**src/rtl/bts_pkg.sv**
```systemverilog
package bts_pkg;
    localparam int WORD_W = 32;
    localparam int SEL_W  = $clog2(WORD_W);

    typedef enum logic [2:0] {
        OP_TEST   = 3'd0,
        OP_SET    = 3'd1,
        OP_CLR    = 3'd2,
        OP_FLIP   = 3'd3,
        OP_SCAN_F = 3'd4,
        OP_SCAN_R = 3'd5,
        OP_RSV6   = 3'd6,
        OP_RSV7   = 3'd7
    } bts_op_e;

    typedef enum logic {
        S_IDLE  = 1'b0,
        S_REPLY = 1'b1
    } bts_state_e;
endpackage

```
**src/rtl/bts_bitmod.sv**
```systemverilog
module bts_bitmod
    import bts_pkg::*;
#(
    parameter int W = 32,
    localparam int SW = $clog2(W)
) (
    input  bts_op_e        op,
    input  logic [W-1:0]   src,
    input  logic [SW-1:0]  sel,
    output logic [W-1:0]   dst,
    output logic           old_bit
);
    logic [W-1:0] mask;

    always_comb begin
        mask    = {{(W-1){1'b0}}, 1'b1} << sel;
        old_bit = src[sel];
        unique case (op)
            OP_SET:  dst = src | mask;
            OP_CLR:  dst = src & ~mask;
            OP_FLIP: dst = src ^ mask;
            default: dst = src;
        endcase
    end
endmodule

```
**src/rtl/bts_scan.sv**
```systemverilog
module bts_scan #(
    parameter int W = 32,
    parameter bit FROM_TOP = 1'b0,
    localparam int SW = $clog2(W)
) (
    input  logic [W-1:0]  src,
    output logic [SW-1:0] pos,
    output logic          found
);
    assign found = |src;

    generate
        if (FROM_TOP) begin : g_rev
            always_comb begin
                pos = '0;
                for (int i = 0; i < W; i++)
                    if (src[i]) pos = i[SW-1:0];
            end
        end else begin : g_fwd
            always_comb begin
                pos = '0;
                for (int i = W - 1; i >= 0; i--)
                    if (src[i]) pos = i[SW-1:0];
            end
        end
    endgenerate
endmodule

```
**src/rtl/bts_unit.sv**
```systemverilog
module bts_unit
    import bts_pkg::*;
#(
    parameter int W     = WORD_W,
    parameter int IDX_W = 8,
    localparam int SW   = $clog2(W)
) (
    input  logic             clk,
    input  logic             rst_n,
    input  logic             start,
    input  logic [2:0]       op,
    input  logic [W-1:0]     operand,
    input  logic [IDX_W-1:0] bit_index,
    output logic [W-1:0]     result,
    output logic             cf,
    output logic             zf,
    output logic             done
);
    bts_op_e    op_e;
    bts_state_e state_q, state_d;
    logic [SW-1:0] sel;
    logic [W-1:0]  mod_res;
    logic          mod_cf;
    logic [SW-1:0] fwd_pos, rev_pos;
    logic          fwd_hit, rev_hit;
    logic          is_test;

    assign op_e    = bts_op_e'(op);
    assign sel     = bit_index[SW-1:0];
    assign is_test = (op_e == OP_TEST) || (op_e == OP_SET) ||
                     (op_e == OP_CLR)  || (op_e == OP_FLIP);

    bts_bitmod #(.W(W)) u_mod (
        .op(op_e), .src(operand), .sel(sel), .dst(mod_res), .old_bit(mod_cf)
    );
    bts_scan #(.W(W), .FROM_TOP(1'b0)) u_fwd (
        .src(operand), .pos(fwd_pos), .found(fwd_hit)
    );
    bts_scan #(.W(W), .FROM_TOP(1'b1)) u_rev (
        .src(operand), .pos(rev_pos), .found(rev_hit)
    );

    // Next-state logic: T_ACCEPT, T_CHAIN, T_RETIRE, T_HOLD
    always_comb begin
        unique case (state_q)
            S_IDLE:  state_d = start ? S_REPLY : S_IDLE;
            S_REPLY: state_d = start ? S_REPLY : S_IDLE;
            default: state_d = S_IDLE;
        endcase
    end

    // State register
    always_ff @(posedge clk or negedge rst_n) begin
        if (!rst_n) state_q <= S_IDLE;
        else        state_q <= state_d;
    end

    assign done = (state_q == S_REPLY);

    // Output registers
    always_ff @(posedge clk or negedge rst_n) begin
        if (!rst_n) begin
            result <= '0;
            cf     <= 1'b0;
            zf     <= 1'b0;
        end else if (start) begin
            unique case (op_e)
                OP_TEST, OP_SET, OP_CLR, OP_FLIP: begin
                    result <= mod_res;
                    cf     <= mod_cf;
                end
                OP_SCAN_F: begin
                    if (fwd_hit) result <= {{(W-SW){1'b0}}, fwd_pos};
                    zf <= fwd_hit;
                end
                OP_SCAN_R: begin
                    if (rev_hit) result <= {{(W-SW){1'b0}}, rev_pos};
                    zf <= rev_hit;
                end
                default: ;
            endcase
        end
    end

    a_r1_done_follows: assert property (@(posedge clk) disable iff (!rst_n)
        start |=> done);
    a_r1_quiet: assert property (@(posedge clk) disable iff (!rst_n)
        !start |=> (!done && $stable(result) && $stable(cf) && $stable(zf)));
    a_r3_carry_copy: assert property (@(posedge clk) disable iff (!rst_n)
        (start && is_test) |=> cf == $past(operand[int'(bit_index) % W]));
    a_r4_plain_test: assert property (@(posedge clk) disable iff (!rst_n)
        (start && op_e == OP_TEST) |=> result == $past(operand));
    a_r8_zero_scan: assert property (@(posedge clk) disable iff (!rst_n)
        (start && (op_e == OP_SCAN_F || op_e == OP_SCAN_R) && operand == '0)
        |=> (!zf && $stable(result)));
    a_r9_zf_kept: assert property (@(posedge clk) disable iff (!rst_n)
        (start && is_test) |=> $stable(zf));
    a_r9_cf_kept: assert property (@(posedge clk) disable iff (!rst_n)
        (start && (op_e == OP_SCAN_F || op_e == OP_SCAN_R)) |=> $stable(cf));
    a_r10_reserved: assert property (@(posedge clk) disable iff (!rst_n)
        (start && (op_e == OP_RSV6 || op_e == OP_RSV7))
        |=> ($stable(result) && $stable(cf) && $stable(zf)));
endmodule

```
**config.mk**
```make
export PLATFORM = sky130hd
export DESIGN_NAME = bts_unit
export DESIGN_NICKNAME = d
export VERILOG_FILES = /design/src/rtl/bts_pkg.sv /design/src/rtl/bts_bitmod.sv /design/src/rtl/bts_scan.sv /design/src/rtl/bts_unit.sv
export SDC_FILE = /design/constraint.sdc
export NUM_CORES = 1
export LEC_CHECK = 0
export CORE_MARGIN = 2
export CORE_UTILIZATION = 50
export DETAILED_ROUTE_END_ITERATION = 8
export DONT_BUFFER_PORTS = 1
export PLACE_DENSITY = 0.64
export SLEW_MARGIN = 5
export SYNTH_ARGS = -nofsm -noshare
export SYNTH_HDL_FRONTEND = slang
export SYNTH_SLANG_ARGS = --single-unit
```
**constraint.sdc**
```tcl
create_clock -name clk -period 0.8 [get_ports clk]
set_input_delay 0.12 -clock clk [delete_from_list [all_inputs] [get_ports clk]]
set_output_delay 0.12 -clock clk [all_outputs]
set_load 0.1 [all_outputs]
```
# Word-level counts from Yosys, hierarchy flattened
# Index checks and enable logic that the tools add are counted.
# word_totals
register_bits	35
latch_bits	0
ram_bits	0
rom_bits	0
in_bits	46
out_inout_bits	35
elab_cells	95
n_memories	0
# op_classes
addsub	0
mul	0
div_mod_pow	0
order_cmp	1
eq_ne	7
shifts	1
mux	70
bitwise_logic	4
n_reduce_logical	8
# op_table
cell	n
$mux 5	48
$pmux 32 s3	2
$mux 32	2
$and 32x32->32	1
$mux 4	8
$not 32->32	1
$or 32x32->32	1
$reduce_or 32->1	1
$shl 1x5->32 const A	1
$xor 32x32->32	1
$mux 3	4
$eq 3x2->1 const B	2
$eq 3x3->1 const B	2
$lt 5x6->1 const B	1
$bmux 1 s5	1
$mux 2	2
$ne 2x2->1 const B	2
$reduce_and 2->1	2
$reduce_and 4->1	1
$reduce_or 4->1	1
$eq 3x1->1 const B	1
$logic_not 3->1	1
$mux 1	3
$reduce_bool 3->1	1
$reduce_or 2->1	1

# Logic depth before layout (Yosys ltp)
# Gate-level depths: netlist of the first run.
# depth
ltp_word	34
depth_mapped	11
ltp_nobuf	9

# Cells and area by module
# Synthesis of the first run repeated with hierarchy kept, for this count alone.
# unflattened
cells_unflattened	578
area_unflattened_um2	4742.0
# modules_own_cells
module	instances	cells_per_inst	area_per_inst_um2	seq_area_each_um2
bts_bitmod	1	355	2532.4	0.0
bts_unit	1	96	1457.6	875.8
bts_scan at u_fwd	1	65	385.4	0.0
bts_scan at u_rev	1	62	366.6	0.0

# Worst setup path before layout of the first run
# Ideal clock, no wire load.
# synth_timing
path_kind	input port to flip-flop
from	input bit_index[0]
to	register result[3]
t_arrival_ns	2.002
slack_ns	-1.321
stages	9
path_cell_list	buf_1 > and2_1 > clkbuf_1 > nand2_1 > ha_1 > mux4_2 > o22ai_1 > a211oi_1 > a21o_1
# synth_between
elab_chain_len	5
# synth_rtl
element	line_no	source
from (decl)	bts_unit.sv:13	input logic [IDX_W-1:0] bit_index,
$shl 1x5->32 (*)	bts_bitmod.sv:16	mask = {{(W-1){1'b0}}, 1'b1} << sel;
$not 32->32	bts_bitmod.sv:20	OP_CLR: dst = src & ~mask;
$and 32x32->32	bts_bitmod.sv:20	
$pmux 32 s3 (*)	bts_bitmod.sv:18	unique case (op)
$pmux 32 s3 (*)	bts_unit.sv:67	unique case (op_e)
to (signal assigned)	bts_unit.sv:69	result <= mod_res;
to (signal assigned)	bts_unit.sv:73	if (fwd_hit) result <= {{(W-SW){1'b0}}, fwd_pos};
to (signal assigned)	bts_unit.sv:77	if (rev_hit) result <= {{(W-SW){1'b0}}, rev_pos};
to (decl)	bts_unit.sv:14	output logic [W-1:0] result,
# Every way passes the cells marked *; elsewhere a longest branch is shown, timed or not.
# A chain may end at the register's enable or synchronous reset.

# Final worst setup path of the first run
# layout_timing
from	input operand[6]
to	register result[3]
# layout_between
elab_chain_len	9
# layout_rtl
element	line_no	source
from (decl)	bts_unit.sv:12	input logic [W-1:0] operand,
$mux 5 (7 in a row)	bts_scan.sv:23	if (src[i]) pos = i[SW-1:0];
$mux 32	bts_unit.sv:73	
$pmux 32 s3	bts_unit.sv:67	
# Several ways; a longest one is shown, not always the timed one. The select of a mux whose other input is x is not followed.

==> flow_metrics.env, run 1 <==
export IMPL_cts_max_level=2
export IMPL_violations="hold timing, setup timing"
export IMPL_gr_usage_all_layers_pct=32.8
export IMPL_critPathRequiredTime_ns=0.98
export IMPL_gp_congestion=0.964
export IMPL_arrival_ns=1.91
export IMPL_die_y_um=98.2
export IMPL_drt_total_wl_um=16300
export IMPL_powerDensity_nw_per_um2=1460
export IMPL_crit_type="in2reg"
export IMPL_synth_cell_types=54
export IMPL_synth_ff_type="dfrtp_1"
export IMPL_startpoint_type="primary input"
export IMPL_io_buffers=0
export IMPL_area_growth_syn_to_layout_pct=49.8
export IMPL_dp_hpwl_um=10700
export IMPL_io_pin_count=81
export IMPL_power_frac_clock_pct=14.2
export IMPL_firstDrtPassIters=6
export IMPL_maxSlewViolCount=0
export IMPL_yosysSeqAreaShare_pct=19.8
export IMPL_outcome="finished, violations left"
export IMPL_switching_share_pct=46.0
export IMPL_rsz0062_at_grt="yes"
export IMPL_drv_cap=0
export IMPL_hold_path_class="in2async"
export IMPL_power_mw=9.72
export IMPL_leakage_nw=2.98
export IMPL_grt_pass1_vias=5038
export IMPL_core_sq_um=8680
export IMPL_netSwitchingPower_mw=4.47
export IMPL_synth_area_sq_um=4430
export IMPL_synth_edf_count=0
export IMPL_drc_errors=0
export IMPL_finClkSkew_ns=0
export IMPL_dieWidth_um=98.2
export IMPL_vias_per_cell=6.30
export IMPL_yosys_register_bits=35
export IMPL_numCtsBuffers=5
export IMPL_p_comb_share_pct=60.9
export IMPL_setup_violations=69
export IMPL_fin_hold_ws_ns=-0.484
export IMPL_fin_nets=822
export IMPL_wl_per_cell_um=19.8
export IMPL_cts_sinks=35
export IMPL_dp_cells=773
export IMPL_dpl_cell_area_sq_um=5940
export IMPL_grt_max_degree=46
export IMPL_root_buffer="clkbuf_8"
export IMPL_drtAntennaViolNets=0
export IMPL_drt_iter0_drc=449
export IMPL_worstMarginPinSlew_ns=0.436
export IMPL_syn_num_nets=682
export IMPL_synth_cells=572
export IMPL_initial_core_util_pct=51.1
export IMPL_path_clk_slew_ns=0.07
export IMPL_period_needed_ns=1.73
export IMPL_ys_warn_count=0
export IMPL_drive_above_1_share_pct=41.3
export IMPL_final_hold_violation_count=35
export IMPL_p_seq_share_pct=24.9
export IMPL_clk_latency_ns=0.29
export IMPL_tritoncts="done"
export IMPL_antenna_found_initial=0
export IMPL_grt_first_pass_wirelength_um=25700
export IMPL_stdcell_area_sq_um=6640
export IMPL_timing_rr_start="result[6]"
export IMPL_startpoint="operand[6]"
export IMPL_synth_area_per_cell_sq_um=7.75
export IMPL_tns_ns=-36.97
export IMPL_cp_max_fo=7
export IMPL_relSlewSlack_pct=70.9
export IMPL_max_freq_mhz=579
export IMPL_p_int_mw=5.25
export IMPL_finalCritPeriodShare_pct=216
export IMPL_n_antenna_cell=0
export IMPL_postSynth_asyncResetShare_pct=100
export IMPL_cts_hold_buffers=1
export IMPL_via_count=5169
export IMPL_clockBufferDepth=2
export IMPL_fin_ws_ns=-0.926
export IMPL_end_kind="register"
export IMPL_grt_remaining_overflow=0
export IMPL_irDropWorstVdd_mv=0.930
export IMPL_rows=34
export IMPL_design_die_area_sq_um=9640
export IMPL_stdcell_count=820
## layout by cell type (no fill, tap or decap), types with 27 or more instances in the layout
| cell | count |
|---|---|
| inv_1 | 37 |
| o21ai_0 | 29 |
| nor2_1 | 58 |
| o221ai_1 | 27 |
| buf_4 | 125 |
| dfrtp_2 | 35 |
| ha_1 | 64 |
| buf_12 | 42 |
| nand2_1 | 70 |
| a21oi_1 | 50 |
## state kept, by name, indices dropped and copies added, names as in the netlist
| signal | flops |
|---|---|
| zf | 1 |
| done | 1 |
| result | 32 |
| cf | 1 |
## cells in the mapped netlist, types with 3 or more instances
cell,count,share of area (%)
nand2_1,94,8.0
ha_1,64,18
nor2_1,58,4.9
a21oi_1,51,5.8
inv_1,37,3.1
dfrtp_1,35,20
clkbuf_1,31,2.6
o21ai_0,30,3.4
o21ai_2,27,5.3
o221ai_1,27,5.3
mux4_2,10,5.1
buf_6,7,1.8
nor2b_1,6,0.85
buf_1,5,0.42
nand3_1,5,0.56
nor3_1,5,0.56
nor4_1,5,0.71
o2111ai_1,5,0.99
o31ai_1,5,0.85
or4_1,5,0.85
a211oi_1,4,0.68
a31oi_1,4,0.56
a22oi_1,3,0.51
nand2b_1,3,0.42
nor3b_1,3,0.51
o211ai_1,3,0.51
o21ai_1,3,0.34
o22ai_1,3,0.42
## per-layer routing
metal / track usage, % / wire [um] / vias up
met5: 0 / 0 / -
met4: 10.2 / 522 / 0
met3: 6.80 / 1790 / 62
met2: 53.8 / 7680 / 319
met1: 43.5 / 6270 / 2440
li1: - / - / 2348
## per-stage QoR
step / setup WS [ns] / utilization, %
floorplan: -1.15 / -
finish: -0.926 / 76.6
detailed placement: -1.20 / 68.4
CTS: -0.913 / 74.1
global route: -0.956 / 76.6
global placement: -1.14 / 68.4
## timing repair
item	4_1_cts	5_1_grt
resized for setup	23	27
pin swaps	19	17
endpoints found under the setup margin	69	69
setup buffers	25	10
hold endpoints to repair	36	35
cloned	4	1
## power by group through the flow
stage	clock (mW)	combinational, mW	sequential, mW
3_5_place_dp	0	5.08	2.45
3_3_place_gp	0	5.01	2.43
6_report	1.38	5.92	2.42
4_1_cts	1.40	5.57	2.39
2_1_floorplan	0	1.45	4.26
5_1_grt	1.47	6.16	2.45
## critical path: stages
cell,delay (ns)
or4_4,0.55
nor4_4,0.33
nand4_2,0.18
a31oi_4,0.22
buf_6,0.16
buf_8,0.13
a211oi_2,0.04
a21o_1,0.18
## final cells by class
class,count,area (sq um)
clock buffers,6,82.6
well taps,108,135
flip-flops and latches,35,920
multi-input cells,456,3410
fillers,611,2030
repair buffers,176,1950
clock inverters,1,5.00
inverters,38,143
## final timing paths
path	endpoint	slack, ns	cells after the start
hold / removal	result[7]	-0.48	0
setup / recovery	result[3]	-0.93	8
min in group clk	zf	0.03	3
hold reg to reg	result[25]	0.53	2
max in group asynchronous	result[20]	1.19	0
setup reg to reg	result[6]	-0.10	4
## cell families after synthesis
kind of cell / Yosys count / share of synthesized area (%)
flops: 35 / 19.8
simple gates: 197 / 20.0
fa+ha+maj: 64 / 18.1
mux: 12 / 5.53
compound gates: 183 / 28.6
buf+inv: 81 / 8.04
Note: power is estimated with default switching activity, not from simulation.
==> run 2: changes to the inputs <==
==> constraint.sdc (replaced) <==
create_clock -name clk -period 1.6 [get_ports clk]
set_input_delay 0.08 -clock clk [delete_from_list [all_inputs] [get_ports clk]]
set_output_delay 0.08 -clock clk [all_outputs]
set_load 0.1 [all_outputs]
==> run 2 against run 1 <==
Compared with the run above:
- the flow finishes with violations (setup timing)
- combinational power shrank 63%
- non-clock buffer count shrank 93
- register-to-register slack better by 0.96 ns
- final area decreased by 21%
- power decreased by 60%
- critical endpoint is now result[17]
- highest routed layer unchanged
==> flow_metrics.env, run 2 (synthesized netlist as in run 1, its figures left out) <==
export IMPL_fin_ws_ns=-0.0294
export IMPL_pre_cts_ws_ns=-0.374
export IMPL_grt_first_pass_wirelength_um=22400
export IMPL_crit_chain="or4_4 -> nor4_4 -> nand4_2 -> a31oi_4 -> buf_4 -> clkbuf_16 -> o21ai_2"
export IMPL_relSlewSlack_pct=60.5
export IMPL_seq_area_sq_um=876
export IMPL_irDropWorstVdd_mv=0.575
export IMPL_leakage_nw=2.31
export IMPL_max_freq_mhz=614
export IMPL_clockBufferDepth=2
export IMPL_finClkSkew_ns=0
export IMPL_tritoncts="done"
export IMPL_cts_max_level=2
export IMPL_fin_nets=729
export IMPL_outcome="finished, violations left"
export IMPL_final_hold_violation_count=0
export IMPL_r2r_slack_ns=0.86
export IMPL_path_clk_slew_ns=0.08
export IMPL_holdPathStages=2
export IMPL_numCtsBuffers=5
export IMPL_area_growth_syn_to_layout_pct=18.1
export IMPL_period_needed_ns=1.63
export IMPL_via_count=4546
export IMPL_largest_reg_flops=32
export IMPL_initial_core_util_pct=51.1
export IMPL_startpoint="operand[14]"
export IMPL_power_mw=3.93
export IMPL_violations="setup timing"
export IMPL_crit_type="in2reg"
export IMPL_finalCritPeriodShare_pct=102
export IMPL_n_antenna_cell=0
export IMPL_cts_sinks=35
export IMPL_powerDensity_nw_per_um2=751
export IMPL_wl_per_cell_um=18.8
export IMPL_dp_hpwl_um=9730
export IMPL_drv_cap=0
export IMPL_maxSlewViolCount=0
export IMPL_final_common_cell="nand2_1"
export IMPL_drc_errors=0
export IMPL_dieWidth_um=98.2
export IMPL_startpoint_type="primary input"
export IMPL_reg2reg_to="result[0]"
export IMPL_fill_cells=831
export IMPL_io_pin_count=81
export IMPL_design_die_area_sq_um=9640
export IMPL_drt_iter0_drc=274
export IMPL_cp_max_fo=9
export IMPL_critPathRequiredTime_ns=1.79
export IMPL_vias_per_cell=6.24
export IMPL_root_buffer="clkbuf_8"
export IMPL_clk_latency_ns=0.29
export IMPL_grt_remaining_overflow=0
export IMPL_drtAntennaViolNets=0
export IMPL_grt_pass1_vias=4502
export IMPL_gr_usage_all_layers_pct=28.4
export IMPL_r2r_worst_path_cells=1
export IMPL_antenna_found_initial=0
export IMPL_multi_input_area_sq_um=3270
export IMPL_grt_max_degree=46
export IMPL_setup_violations=26
export IMPL_regMostFlops="result"
export IMPL_worstMarginPinSlew_ns=0.578
export IMPL_rows=34
export IMPL_end_kind="register"
export IMPL_max_stage_delay_ns=0.54
export IMPL_gp_congestion=0.915
export IMPL_core_sq_um=8680
export IMPL_timing_rr_start="result[0]"
export IMPL_drt_total_wl_um=13700
export IMPL_rsz0062_at_grt="yes"
export IMPL_drive_above_1_share_pct=24.8
export IMPL_arrival_ns=1.82
export IMPL_hold_path_class="in2reg"
export IMPL_firstDrtPassIters=5
export IMPL_worstSetupEndpoint="result[17]"
export IMPL_die_y_um=98.2
export IMPL_final_cell_mix="79 x nand2_1, 72 x buf_4, 64 x ha_1, 57 x nor2_1, 51 x a21oi_1"
export IMPL_io_buffers=0
export IMPL_slowest_stage="or4_4"
[run 2: layout make-up]
type	instances	area share [%]
clock buffer	5	1.31
clock inverter	3	0.287
inverter	38	2.72
multi-input combinational	456	62.4
sequential	35	16.7
tap	108	2.58
timing repair buffer	83	14.0
[run 2: through the flow]
| step | instance area, sq um | std cells | TNS [ns] | util (%) | hold WS [ns] |
|---|---|---|---|---|---|
| 4_1_cts | 5150 | 726 | 0 | 59.4 | 0.00475 |
| 3_5_place_dp | 4960 | 710 | -11.03 | 57.2 | -0.214 |
| 3_3_place_gp | 4960 | 710 | -9.34 | 57.2 | -0.214 |
| 2_1_floorplan | 4470 | 572 | -9.85 | - | -0.216 |
| 5_1_grt | 5240 | 728 | -2.18 | 60.3 | 0.0327 |
| 6_report | 5240 | 728 | -0.394 | 60.3 | 0.0132 |
[run 2: how the worst min path moves through the flow]
stage / from / slack (ns) / endpoint
final: op[0] / 0.01 / result[2]
after global routing: op[2] / 0.03 / result[20]
after CTS: op[2] / 0.005 / result[10]
after detailed placement: rst_n / -0.21 / done
after global placement: rst_n / -0.21 / done
after floorplan: rst_n / -0.22 / cf
[run 2: worst max-delay path: cells and delay by family]
family	cells	cell delay, ns
buf+inv	2	0.36
simple gates	3	1.07
compound gates	2	0.29
[run 2: routing by layer]
metal	track usage, %	up-vias	routed length (um)
li1	-	2157	-
met1	36.2	2164	5660
met2	48.6	198	6560
met3	5.37	27	1120
met4	9.59	0	320
met5	0	-	0
[run 2: where the power goes]
| part | switching (mW) | total (mW) | internal [mW] |
|---|---|---|---|
| registers | 0.0834 | 1.10 | 1.02 |
| clock network | 0.361 | 0.660 | 0.299 |
| logic | 1.56 | 2.17 | 0.614 |
[run 2: what timing repair did]
action	CTS	global route
gates resized for setup	4	9
hold buffers	3	0
setup endpoints to repair	22	33
pin swaps	3	7
cloned	1	2
setup buffers	4	0
endpoints found under the hold margin	37	0
==> run 3: changes to the inputs <==
--- a/config.mk
+++ b/config.mk
@@ -10,6 +10,7 @@
 export DETAILED_ROUTE_END_ITERATION = 8
 export DONT_BUFFER_PORTS = 1
 export PLACE_DENSITY = 0.64
+export REMOVE_ABC_BUFFERS = 1
 export SLEW_MARGIN = 5
 export SYNTH_ARGS = -nofsm -noshare
 export SYNTH_HDL_FRONTEND = slang
==> run 3 against run 2 <==
Compared with the run above:
- the run still ends with setup timing left
- clock skew did not move
- global-route usage rose by 0.50 points
- non-clock buffer count fell by 6
- via count fell by 0.35%
- die area did not move
- register-to-register slack barely moved
- final area barely moved
- worst hold slack improved by 0.0070 ns
- sequential power barely moved
- final cell count fell by 0.82%
- flip-flop and latch count did not move
- core utilization rose by 0.058 points
- critical path type unchanged
- highest routed layer unchanged
==> flow_metrics.env, run 3 (synthesized netlist as in run 1, its figures left out) <==
export IMPL_switching_share_pct=48.4
export IMPL_netSwitchingPower_mw=2.01
export IMPL_drt_iter0_drc=398
export IMPL_outcome="finished, violations left"
export IMPL_root_buffer="clkbuf_8"
export IMPL_final_common_cell="nand2_1"
export IMPL_antenna_found_initial=0
export IMPL_io_buffers=0
export IMPL_die_y_um=98.2
export IMPL_startpoint="operand[10]"
export IMPL_vias_per_cell=6.27
export IMPL_grt_remaining_overflow=0
export IMPL_numCtsBuffers=5
export IMPL_io_pin_count=81
export IMPL_regMostFlops="result"
export IMPL_maxSlewViolCount=0
export IMPL_violations="setup timing"
export IMPL_tns_ns=-0.466
export IMPL_arrival_ns=1.82
export IMPL_fin_util_pct=60.4
export IMPL_n_antenna_cell=0
export IMPL_tritoncts="done"
export IMPL_powerDensity_nw_per_um2=792
export IMPL_dp_hpwl_um=9830
export IMPL_drc_errors=0
export IMPL_clockBufferDepth=2
export IMPL_path_clk_slew_ns=0.08
export IMPL_cts_sinks=35
export IMPL_max_freq_mhz=612
export IMPL_startpoint_type="primary input"
export IMPL_grt_pass1_vias=4396
export IMPL_irDropWorstVdd_mv=0.638
export IMPL_use_met1_pct=38.3
export IMPL_stdcell_area_sq_um=5240
export IMPL_worstMarginPinSlew_ns=0.634
export IMPL_finClkSkew_ns=0
export IMPL_rsz0062_at_grt="yes"
export IMPL_finalCritPeriodShare_pct=102
export IMPL_max_stage_delay_ns=0.54
export IMPL_area_growth_syn_to_layout_pct=18.2
export IMPL_via_count=4530
export IMPL_dpl_cell_area_sq_um=4850
export IMPL_holdCritStartpoint="op[2]"
export IMPL_use_met2_pct=47.7
export IMPL_pre_cts_ws_ns=-0.382
export IMPL_final_hold_violation_count=0
export IMPL_gr_usage_all_layers_pct=28.9
export IMPL_grt_max_degree=46
export IMPL_relSlewSlack_pct=57.7
export IMPL_crit_type="in2reg"
export IMPL_p_int_mw=2.14
export IMPL_core_sq_um=8680
export IMPL_slowest_stage="or4_4"
export IMPL_design_die_area_sq_um=9640
export IMPL_dieWidth_um=98.2
export IMPL_hold_path_class="in2reg"
export IMPL_rows=34
export IMPL_p_seq_share_pct=26.4
export IMPL_p_comb_share_pct=52.6
export IMPL_r2r_slack_ns=0.86
export IMPL_firstDrtPassIters=5
export IMPL_grt_use_met3_pct=7.16
export IMPL_fin_ws_ns=-0.0343
export IMPL_cts_max_level=2
export IMPL_drive_above_1_share_pct=22.1
export IMPL_grt_first_pass_wirelength_um=22800
export IMPL_setup_violations=27
export IMPL_critPathRequiredTime_ns=1.78
export IMPL_wl_per_cell_um=19.9
export IMPL_period_needed_ns=1.63
export IMPL_largest_reg_flops=32
export IMPL_fin_nets=723
export IMPL_timing_rr_start="result[0]"
export IMPL_end_kind="register"
export IMPL_gp_congestion=0.891
export IMPL_clk_latency_ns=0.29
export IMPL_power_frac_clock_pct=21.0
export IMPL_leakage_nw=2.31
export IMPL_grt_busiest_layer="met2"
export IMPL_drv_cap=0
export IMPL_drt_total_wl_um=14400
export IMPL_cp_max_fo=10
export IMPL_crit_chain="or4_4 -> nor4_4 -> nand4_2 -> a31oi_4 -> buf_6 -> clkbuf_16 -> o21ai_2"
export IMPL_initial_core_util_pct=51.1
export IMPL_drtAntennaViolNets=0
export IMPL_final_cell_mix="87 x nand2_1, 64 x ha_1, 63 x buf_4, 58 x nor2_1, 51 x a21oi_1"
## run 3: changes by cell type in the layout (fill, tap and decap cells not counted), sizes merged
cell / before / now
clkbuf: 7 / 9
dlygate4sd3: 2 / 3
clkinv: 3 / 1
bufinv: 0 / 1
buf: 79 / 71
## run 3: through the flow
stage / power, mW / hold slack, ns / std cells
CTS: 4.13 / 0.0182 / 718
global placement: 3.12 / -0.214 / 700
detailed placement: 3.16 / -0.214 / 700
floorplan: 2.70 / -0.216 / 529
global route: 4.35 / 0.0274 / 722
finish: 4.15 / 0.0202 / 722
## run 3: cell type report
| cell class | count | area [sq um] |
|---|---|---|
| clock inverter | 2 | 35.0 |
| multi-input combinational | 456 | 3230 |
| clock buffer | 6 | 82.6 |
| tap | 108 | 135 |
| inverter | 38 | 143 |
| fill | 812 | 3440 |
| sequential | 35 | 876 |
| timing repair buffer | 77 | 736 |
## run 3: path summary, 6_finish.rpt
path / depth (start not counted) / to
setup / recovery: 7 / result[30]
hold / removal: 2 / result[1]
setup reg to reg: 1 / result[0]
hold reg to reg: 2 / result[15]
max in group asynchronous: 2 / result[21]
min in group asynchronous: 2 / result[9]
## run 3: layer usage
| metal | share of wire (%) | vias up |
|---|---|---|
| li1 | - | 2154 |
| met4 | 2.1 | 0 |
| met1 | 42 | 2150 |
| met2 | 47 | 201 |
| met5 | 0 | - |
| met3 | 8.7 | 25 |
## run 3: what timing repair did
item                                   CTS  global route
pin swaps                                5             2
setup endpoints to repair               32            33
buffers inserted                         4             1
cloned                                   2             3
resized for setup                        7            10
endpoints found under the hold margin   38             0
hold buffers                             4             0
## run 3: power groups by stage
stage | clock (mW) | sequential, mW | combinational (mW)
2_1_floorplan | 0 | 2.09 | 0.613
3_3_place_gp | 0 | 1.10 | 2.01
3_5_place_dp | 0 | 1.11 | 2.05
4_1_cts | 0.904 | 1.09 | 2.14
5_1_grt | 0.932 | 1.12 | 2.31
6_report | 0.871 | 1.10 | 2.18
## run 3: worst max-delay path: cells and delay by family
family	cells	cell delay, ns
AOI/OAI and AO/OA	2	0.31
buffers and inverters	2	0.37
and+or+nand+nor	3	1.05
